===== src/rtl/i2c_rxq_pkg.sv =====
package i2c_rxq_pkg;

    localparam int RXQ_DEPTH  = 8;
    localparam int RXQ_DATA_W = 8;
    localparam int RXQ_TH_W   = 4;
    localparam int RXQ_CNT_W  = $clog2(RXQ_DEPTH + 1);

    // Transfer state kept between an address match and the end of transfer
    typedef enum logic [1:0] {
        SES_IDLE  = 2'd0,
        SES_OPEN  = 2'd1,
        SES_BLOCK = 2'd2
    } ses_e;

    // Response decision handed back to the bit engine
    typedef struct packed {
        logic addr_ack;
        logic byte_ack;
    } resp_t;

    // Flag bundle
    typedef struct packed {
        logic thr;
        logic ovf;
        logic irq;
    } flags_t;

    function automatic logic level_reached(input logic [RXQ_CNT_W-1:0] lvl,
                                           input logic [RXQ_TH_W-1:0]  th);
        return ({{(RXQ_TH_W > RXQ_CNT_W ? RXQ_TH_W - RXQ_CNT_W : 0){1'b0}}, lvl} >= th);
    endfunction

endpackage


===== src/rtl/i2c_rxq_store.sv =====
module i2c_rxq_store
    import i2c_rxq_pkg::*;
#(
    parameter int DEPTH  = RXQ_DEPTH,
    parameter int DATA_W = RXQ_DATA_W
) (
    input  logic                             clk,
    input  logic                             rst,
    input  logic                             push_i,
    input  logic [DATA_W-1:0]                din_i,
    input  logic                             pop_i,
    input  logic                             flush_req_i,
    output logic                             busy_o,
    output logic [DATA_W-1:0]                dout_o,
    output logic [$clog2(DEPTH+1)-1:0]       count_o,
    output logic                             empty_o,
    output logic                             full_o
);
    localparam int AW = (DEPTH > 1) ? $clog2(DEPTH) : 1;
    localparam int CW = $clog2(DEPTH + 1);
    localparam logic [AW-1:0] LAST = AW'(DEPTH - 1);

    logic [DATA_W-1:0] mem [DEPTH];
    logic [AW-1:0]     wp, rp, wp_nxt, rp_nxt;
    logic [CW-1:0]     cnt;
    logic              busy_q;
    logic              do_push, do_pop;

    assign empty_o = (cnt == '0);
    assign full_o  = (cnt == CW'(DEPTH));
    assign do_push = push_i && !full_o && !busy_q;
    assign do_pop  = pop_i && !empty_o && !busy_q;
    assign wp_nxt  = (wp == LAST) ? '0 : wp + 1'b1;
    assign rp_nxt  = (rp == LAST) ? '0 : rp + 1'b1;

    always_ff @(posedge clk) begin
        if (rst) begin
            wp     <= '0;
            rp     <= '0;
            cnt    <= '0;
            busy_q <= 1'b0;
        end else begin
            busy_q <= flush_req_i;
            if (busy_q) begin
                wp  <= '0;
                rp  <= '0;
                cnt <= '0;
            end else begin
                if (do_push) wp <= wp_nxt;
                if (do_pop)  rp <= rp_nxt;
                cnt <= cnt + CW'(do_push) - CW'(do_pop);
            end
        end
    end

    always_ff @(posedge clk) begin
        if (do_push) mem[wp] <= din_i;
    end

    assign dout_o  = empty_o ? '0 : mem[rp];
    assign count_o = cnt;
    assign busy_o  = busy_q;

    p_cnt_bound_r1: assert property (@(posedge clk) disable iff (rst)
        cnt <= CW'(DEPTH));

    p_flush_clears_r4: assert property (@(posedge clk) disable iff (rst)
        busy_q |=> (cnt == '0));

    p_empty_pop_r10: assert property (@(posedge clk) disable iff (rst)
        (pop_i && empty_o && !push_i) |=> $stable(cnt));

    p_full_hold_r8: assert property (@(posedge clk) disable iff (rst)
        (full_o && !pop_i && !busy_q) |=> full_o);

endmodule


===== src/rtl/i2c_rxq_policy.sv =====
module i2c_rxq_policy
    import i2c_rxq_pkg::*;
(
    input  logic  clk,
    input  logic  rst,
    input  logic  wr_req_i,
    input  logic  stop_i,
    input  logic  byte_vld_i,
    input  logic  dnr_i,
    input  logic  empty_i,
    input  logic  full_i,
    input  logic  busy_i,
    output resp_t resp_o,
    output logic  push_o,
    output logic  ovf_evt_o
);
    ses_e ses_q;
    logic open_path;

    always_ff @(posedge clk) begin
        if (rst) begin
            ses_q <= SES_IDLE;
        end else if (wr_req_i) begin
            ses_q <= empty_i ? SES_OPEN : SES_BLOCK;
        end else if (stop_i) begin
            ses_q <= SES_IDLE;
        end
    end

    assign open_path = byte_vld_i && (ses_q != SES_BLOCK) && !busy_i;
    assign push_o    = open_path && !full_i;
    assign ovf_evt_o = open_path && full_i;

    always_comb begin
        resp_o          = '0;
        resp_o.addr_ack = wr_req_i && (empty_i || !dnr_i);
        resp_o.byte_ack = push_o;
    end

    p_blk_data_nack_r5: assert property (@(posedge clk) disable iff (rst)
        (ses_q == SES_BLOCK && byte_vld_i) |-> !resp_o.byte_ack);

    p_addr_nack_r6: assert property (@(posedge clk) disable iff (rst)
        (wr_req_i && dnr_i && !empty_i) |-> !resp_o.addr_ack);

    p_empty_ack_r7: assert property (@(posedge clk) disable iff (rst)
        (wr_req_i && empty_i) |-> resp_o.addr_ack);

    p_flush_drop_r12: assert property (@(posedge clk) disable iff (rst)
        busy_i |-> (!push_o && !ovf_evt_o));

endmodule


===== src/rtl/i2c_rxq_flags.sv =====
module i2c_rxq_flags
    import i2c_rxq_pkg::*;
(
    input  logic                 clk,
    input  logic                 rst,
    input  logic [RXQ_CNT_W-1:0] level_i,
    input  logic [RXQ_TH_W-1:0]  thresh_i,
    input  logic                 ovf_evt_i,
    input  logic                 ovf_clr_i,
    input  logic                 ovf_ie_i,
    output flags_t               flags_o
);
    logic ovf_q;

    always_ff @(posedge clk) begin
        if (rst)            ovf_q <= 1'b0;
        else if (ovf_evt_i) ovf_q <= 1'b1;
        else if (ovf_clr_i) ovf_q <= 1'b0;
    end

    always_comb begin
        flags_o     = '0;
        flags_o.thr = level_reached(level_i, thresh_i);
        flags_o.ovf = ovf_q;
        flags_o.irq = ovf_q && ovf_ie_i;
    end

    p_ovf_sticky_r8: assert property (@(posedge clk) disable iff (rst)
        (ovf_q && !ovf_clr_i) |=> ovf_q);

    p_irq_gate_r9: assert property (@(posedge clk) disable iff (rst)
        flags_o.irq |-> ovf_ie_i);

    p_thr_zero_r3: assert property (@(posedge clk) disable iff (rst)
        (thresh_i == '0) |-> flags_o.thr);

endmodule


===== src/rtl/i2c_tgt_rxq.sv =====
module i2c_tgt_rxq
    import i2c_rxq_pkg::*;
(
    input  logic                  clk,
    input  logic                  rst,
    input  logic                  wr_req_i,
    input  logic                  stop_i,
    input  logic                  byte_vld_i,
    input  logic [RXQ_DATA_W-1:0] byte_i,
    output logic                  addr_ack_o,
    output logic                  byte_ack_o,
    input  logic                  rd_i,
    output logic [RXQ_DATA_W-1:0] rd_data_o,
    output logic [RXQ_CNT_W-1:0]  level_o,
    output logic [7:0]            depth_o,
    input  logic [RXQ_TH_W-1:0]   thresh_i,
    output logic                  thr_flag_o,
    input  logic                  flush_wr_i,
    output logic                  flush_busy_o,
    input  logic                  dnr_i,
    input  logic                  ovf_ie_i,
    input  logic                  ovf_clr_i,
    output logic                  ovf_o,
    output logic                  ovf_irq_o
);
    logic   push, ovf_evt, empty, full, busy;
    resp_t  resp;
    flags_t flags;
    logic [RXQ_CNT_W-1:0] level;

    i2c_rxq_store #(.DEPTH(RXQ_DEPTH), .DATA_W(RXQ_DATA_W)) u_store (
        .clk         (clk),
        .rst         (rst),
        .push_i      (push),
        .din_i       (byte_i),
        .pop_i       (rd_i),
        .flush_req_i (flush_wr_i),
        .busy_o      (busy),
        .dout_o      (rd_data_o),
        .count_o     (level),
        .empty_o     (empty),
        .full_o      (full)
    );

    i2c_rxq_policy u_policy (
        .clk        (clk),
        .rst        (rst),
        .wr_req_i   (wr_req_i),
        .stop_i     (stop_i),
        .byte_vld_i (byte_vld_i),
        .dnr_i      (dnr_i),
        .empty_i    (empty),
        .full_i     (full),
        .busy_i     (busy),
        .resp_o     (resp),
        .push_o     (push),
        .ovf_evt_o  (ovf_evt)
    );

    i2c_rxq_flags u_flags (
        .clk       (clk),
        .rst       (rst),
        .level_i   (level),
        .thresh_i  (thresh_i),
        .ovf_evt_i (ovf_evt),
        .ovf_clr_i (ovf_clr_i),
        .ovf_ie_i  (ovf_ie_i),
        .flags_o   (flags)
    );

    assign addr_ack_o   = resp.addr_ack;
    assign byte_ack_o   = resp.byte_ack;
    assign level_o      = level;
    assign depth_o      = 8'(RXQ_DEPTH);
    assign thr_flag_o   = flags.thr;
    assign flush_busy_o = busy;
    assign ovf_o        = flags.ovf;
    assign ovf_irq_o    = flags.irq;

    p_ovf_needs_full_r8: assert property (@(posedge clk) disable iff (rst)
        (!ovf_o ##1 ovf_o) |-> $past(full));

endmodule


===== config.mk =====
export PLATFORM = sky130hd
export DESIGN_NAME = i2c_tgt_rxq
export DESIGN_NICKNAME = d
export VERILOG_FILES = /design/src/rtl/i2c_rxq_pkg.sv /design/src/rtl/i2c_rxq_store.sv /design/src/rtl/i2c_rxq_policy.sv /design/src/rtl/i2c_rxq_flags.sv /design/src/rtl/i2c_tgt_rxq.sv
export SDC_FILE = /design/constraint.sdc
export NUM_CORES = 1
export LEC_CHECK = 0
export ABC_AREA = 1
export BUFFER_PORTS_ARGS = -buffer_cell sky130_fd_sc_hd__buf_2
export CORE_MARGIN = 1
export CORE_UTILIZATION = 57
export CTS_BUF_LIST = sky130_fd_sc_hd__clkbuf_16
export DETAILED_ROUTE_END_ITERATION = 16
export MAX_ROUTING_LAYER = met4
export PLACE_DENSITY = 0.78
export RECOVER_POWER = 25
export SLEW_MARGIN = 10
export SYNTH_ARGS = -nofsm -noshare
export SYNTH_HDL_FRONTEND = slang
export SYNTH_HIERARCHICAL = 1
export SYNTH_SLANG_ARGS = --single-unit
export TNS_END_PERCENT = 10

===== constraint.sdc =====
create_clock -name clk -period 4.3 [get_ports clk]
set_input_delay 0.86 -clock clk [delete_from_list [all_inputs] [get_ports clk]]
set_output_delay 0.86 -clock clk [all_outputs]
set_load 0.03 [all_outputs]

# Word-level counts from Yosys, hierarchy flattened
# Memories as Yosys holds them, arrays and structs flattened. A register that Yosys moved wholly into a read port is not among the register bits.
# Cells that the tools add are included.
# op_classes
div	0
magnitude_cmp	1
shifts	0
n_eq_ne	4
n_mul	0
muxes	12
n_addsub	4
reduce_logical	19
bitwise	0
# ops
op	n
$mux W3	4
$logic_and A1 B1 Y1	10
$mux W8	1
$add A3 B1 Y3 const B	2
$eq A3 B3 Y1 const B	2
$mux W2	3
$add A4 B1 Y4	1
$eq A4 B4 Y1 const B	1
$ge A4 B4 Y1	1
$logic_not A1 Y1	4
$logic_not A4 Y1	1
$mux W1	4
$reduce_bool A2 Y1	2
$sub A4 B1 Y4	1
$ne A2 B2 Y1 const B	1
$reduce_or A2 Y1	1
$logic_or A1 B1 Y1	1
# word_totals
mem_bits_ro	0
mem_bits_rw	64
regBits	14
out_inout_bits	26
latchBits	0
mem_count	1
# mem_list
name	words	width	read_ports	rd_ports_with_merged_regs	wr	line	source
u_store.mem	8	8	1	1	1	i2c_rxq_store.sv:23	logic [DATA_W-1:0] mem [DEPTH];

# Depth between registers and ports, before layout
# logic_depth
ltp_word	8
depth_mapped	14

# Modules after synthesis
# Netlist, hierarchy kept.
# by_module_without_submodules
module	cells_per_inst	n_inst	area_each_um2	seq_area_each_um2
i2c_rxq_store	382	1	3602.2	2202.1
i2c_rxq_flags	25	1	157.7	20.0
i2c_rxq_policy	20	1	118.9	40.0
i2c_tgt_rxq	10	1	67.6	0.0

# Worst setup path after synthesis
# OpenSTA, ideal clock, no wires.
# synth_path
kind	register -> register
start	register u_store.cnt[2], in the netlist u_store/count_o[2]
end	register u_store.cnt[2], in the netlist u_store/count_o[2]
slack_ns	1.613
t_arrival_ns	2.573
synth_period_minus_slack_ns	2.687
path_stages_with_launch	15
required_time_ns	4.186
cell_sequence	dfxtp_1 inv_1 ha_1 nand3_1 inv_1 nor2_1 nand3_2 buf_6 ha_1 inv_1 ha_1 inv_1 fa_1 xor2_1 nor2_1
# synth_via
elab_chain_len	7
# synth_lines
element	line	source
start: declaration	i2c_rxq_store.sv:25	logic [CW-1:0] cnt;
start signal: assignment	i2c_rxq_store.sv:51	cnt <= cnt + CW'(do_push) - CW'(do_pop);
$eq A4 B4 Y1	i2c_rxq_store.sv:30	assign full_o = (cnt == CW'(DEPTH));
named net full	i2c_tgt_rxq.sv:26	logic push, ovf_evt, empty, full, busy;
$logic_not A1 Y1	i2c_rxq_policy.sv:31	assign push_o = open_path && !full_i;
$logic_and A1 B1 Y1	i2c_rxq_policy.sv:31	
named net push	i2c_tgt_rxq.sv:26	
$logic_and A1 B1 Y1 (2 in a row)	i2c_rxq_store.sv:31	assign do_push = push_i && !full_o && !busy_q;
$add A4 B1 Y4	i2c_rxq_store.sv:51	
$sub A4 B1 Y4	i2c_rxq_store.sv:51	
# The timed path passes the listed nets, and every way through them passes these cells.
# A chain may end at the register's enable or synchronous reset.

==> results by group <==
Worst setup path
  – Total buffers and inverters traversed by the critical path: 2
  – WP data required: between 3 and 4 ns
  – Cell family with most CP delay: flip-flops
  – Largest driver fanout on the critical path: 32
  – Delay of the slowest cell on the worst path: roughly 0.98 ns
  – Endpoint type of the worst setup path: output pin
  – Data arrival time at the worst-slack endpoint: about 2.4 ns
  – Critical Path Slowest Stage Cell: dfxtp_1
  – Cell Chain, Critical Path: inv_4 -> nand2_1 -> nand3_1 -> nand3_1 -> nand2_1 -> nor2_1 -> buf_2
  – Kind of critical path: flop to output pin
  – Startpoint class of the critical path: flop

Routing
  – Post-DR vias/cell: 5.14
  – Detailed-route DRC error count: 0
  – Iteration count of the initial detailed-routing pass: 6
  – Vias after detailed routing: approximately 2800
  – Antenna violation net count after detailed routing: 0
  – Starting DRC count in detailed routing: 275
  – Total routed wirelength: approximately 8000 um
  – Routed wirelength normalized by instance count: between 10 and 15 um

Logic synthesis
  – Number of register bits inferred by synthesis: a little over 80
  – Avg Cell Area, Syn: around 9 um2
  – Number of standard cells after synthesis: about 440
  – Netlist area before placement: between 3000 and 4000 um2
  – Seq/Total Area, Yosys: a little under three fifths
  – Synth warnings: 6
  – Post-synth cell types: 25

Floorplanning
  – Core area: ~6500 um2
  – Die Width: 85.2 um
  – Initial standard-cell utilization of the core: about three fifths
  – Row count: 29
  – I/O pin cnt: 48
  – Die boundary height: between 80 and 90 um
  – Total die area: just over 7000 um2

CTS
  – CTS tree: yes
  – CTS root buffer: clkbuf_16
  – H-tree lvl count: 3
  – Setup bufs post-CTS: 0
  – Number of buffers between clock root and the deepest sink: 2
  – Post-CTS Resized: 0
  – Clock transition at the register clock pins on the worst setup and hold paths after CTS: about 0.06 ns
  – Insertion delay to the later sink of the worst-skew pair: about 0.33 ns
  – Total number of clock tree sinks: ~80
  – Post-CTS Hold Fix Bufs: 0
  – Num CTS Buffers: 9

Power and ir drop
  – Worst supply voltage drop on vdd: between 0.0005 and 0.0006 V
  – Post-layout total power: approximately 2.7 mW
  – Power per standard cell area: between 600 and 700 nW/um2
  – Static Leak: 2.10 nW

STA
  – Skew final: around 0.0047 ns
  – Final-report max-slew violation count: 0
  – Relative slew slack: between 10% and 20%
  – Pin slew with the least headroom to its limit: between 1 and 1.5 ns
  – Setup-violating endpoint count in the final report: 0
  – Aggregate negative setup slack: 0 ns
  – Period utilisation layout: about 77%
  – Clock period minus final worst setup slack: roughly 3.3 ns
  – Setup repair after global routing missed its margin: false
  – Final hold violations: 0
  – Highest clock rate: a little over 300 MHz

Placed design
  – Number of port buffers: 39
  – Routability congestion estimate: approximately 0.8
  – Detailed placer's ending HPWL: 5390 um

Global route
  – First-pass GRT wire length: 12800 um
  – Global route overflow: 0
  – Number of global-route vias before repair: about 2700
  – Largest net degree at the start of global routing: 33
  – Total routing resource utilization after global routing: 24.7%
  – Number of antenna violations at the first check in global routing: 0

Finish
  – Antenna diode count: 0
  – Area Growth Syn to Fin: 10.4%
  – Share of post-route cells with drive strength above 1: a little under an eighth
  – Final-layout fill cell count: between 500 and 600
  – Count of nets after finishing: around 510

Status
  – Status: finished clean

Job
  – Number of violations of the max-capacitance limit: 0

Hold path
  – Tightest Hold Check Type: flop to flop
[cells in the mapped netlist]
library cell  number  area share (%)
nand3_2            1            0.25
nand2_2            1            0.16
inv_1             97             9.2
xor2_1             1            0.22
nor3_1             8             1.0
o21ai_0            1            0.13
inv_2              2            0.19
nand4_1            2            0.32
nand3b_1           1            0.19
edfxtp_1          64              49
fa_1               1            0.51
nor2_1            39             3.7
buf_6              7             2.0
dfxtp_1           17             8.6
clkinv_1           1           0.095
nand2_1          107              10
buf_2              3            0.38
clkbuf_1           1           0.095
nand3_1           46             5.8
a31oi_1            1            0.16
ha_1              14             4.4
conb_1             2            0.19
a21oi_1            6            0.76
inv_4              1            0.16
buf_4             13             2.5
[tightest hold or removal path, delay by kind of cell (launching register included)]
family           cells  cell delay [ns]
flip-flops           1             0.31
AND/OR/NAND/NOR      1             0.06
AO/OA/AOI/OAI        1             0.05
[flip-flops by register name, summed over array words and instances (netlist names), named ones only]
signal,count
u_store/mem,64
u_store/count_o,4
u_store/rp,3
u_store/wp,3
u_policy/ses_q,2
u_flags/ovf_q,1
u_store/busy_o,1
[layout by cell type, fill, tap and decap left out, drive strengths merged]
cell	synthesis	routed
edfxtp	64	64
nand2	108	108
buf	23	32
fa	1	1
o21ai	1	1
ha	14	14
conb	2	8
xor2	1	1
nor3	8	8
dfxtp	17	17
nor2	39	39
a31oi	1	1
inv	100	103
nand3	47	47
nand4	2	2
nand3b	1	1
clkinv	1	4
clkbuf	1	18
a21oi	6	6
[area by class of cell]
cell class	count	area, um2	area share (%)
clock buffers	10	250	5.74
repair buffers	40	193	4.42
multi-input cells	237	1140	26.3
inverters	101	382	8.76
clock inverters	6	30.0	0.689
well taps	77	96.3	2.21
flip-flops and latches	81	2260	51.9
[final timing paths]
kind	from	to	slack (ns)	cells past startpoint
setup / recovery	flop	rd_data_o[7]	1.00	7
hold / removal	u_policy/ses_q[1]	u_policy/ses_q[1]	0.46	2
setup reg to reg	u_store/count_o[2]	u_store/mem[1][5]	1.45	7
hold reg to reg	u_policy/ses_q[1]	u_policy/ses_q[1]	0.46	2
[metal layers]
layer,up-vias,share of wire (%),global-route usage [%]
li1,1400,-,-
met1,1290,43,31.2
met3,11,6.4,3.02
met5,-,0,-
met4,0,1.6,11.6
met2,137,49,39.9
[power breakdown]
part | internal [mW] | leakage [nW] | switching, mW
logic | 0.309 | 1.24 | 0.704
clock network | 0.420 | 0.147 | 0.284
registers | 0.918 | 0.717 | 0.0917
total | 1.65 | 2.10 | 1.08
[cell families after synthesis]
logic type | synth area share [%]
fa+ha+maj | 4.95
simple gates | 21.7
compound gates | 1.05
buf+inv | 14.6
other cells | 0.190
flops | 57.3
xor+xnor | 0.222
[stage by stage]
| step | instances | hold WS (ns) | instance area [um2] | setup WS (ns) | util [%] |
|---|---|---|---|---|---|
| floorplan | 443 | 0.433 | 3970 | 1.61 | - |
| finish | 552 | 0.461 | 4360 | 1.00 | 66.7 |
| detailed placement | 536 | 0.454 | 4080 | 1.35 | 62.4 |
| global route | 552 | 0.489 | 4360 | 0.827 | 66.7 |
| global placement | 536 | 0.445 | 4070 | 1.34 | 62.4 |
| CTS | 552 | 0.461 | 4360 | 1.05 | 66.7 |
Power figures use the tool's default switching activity.
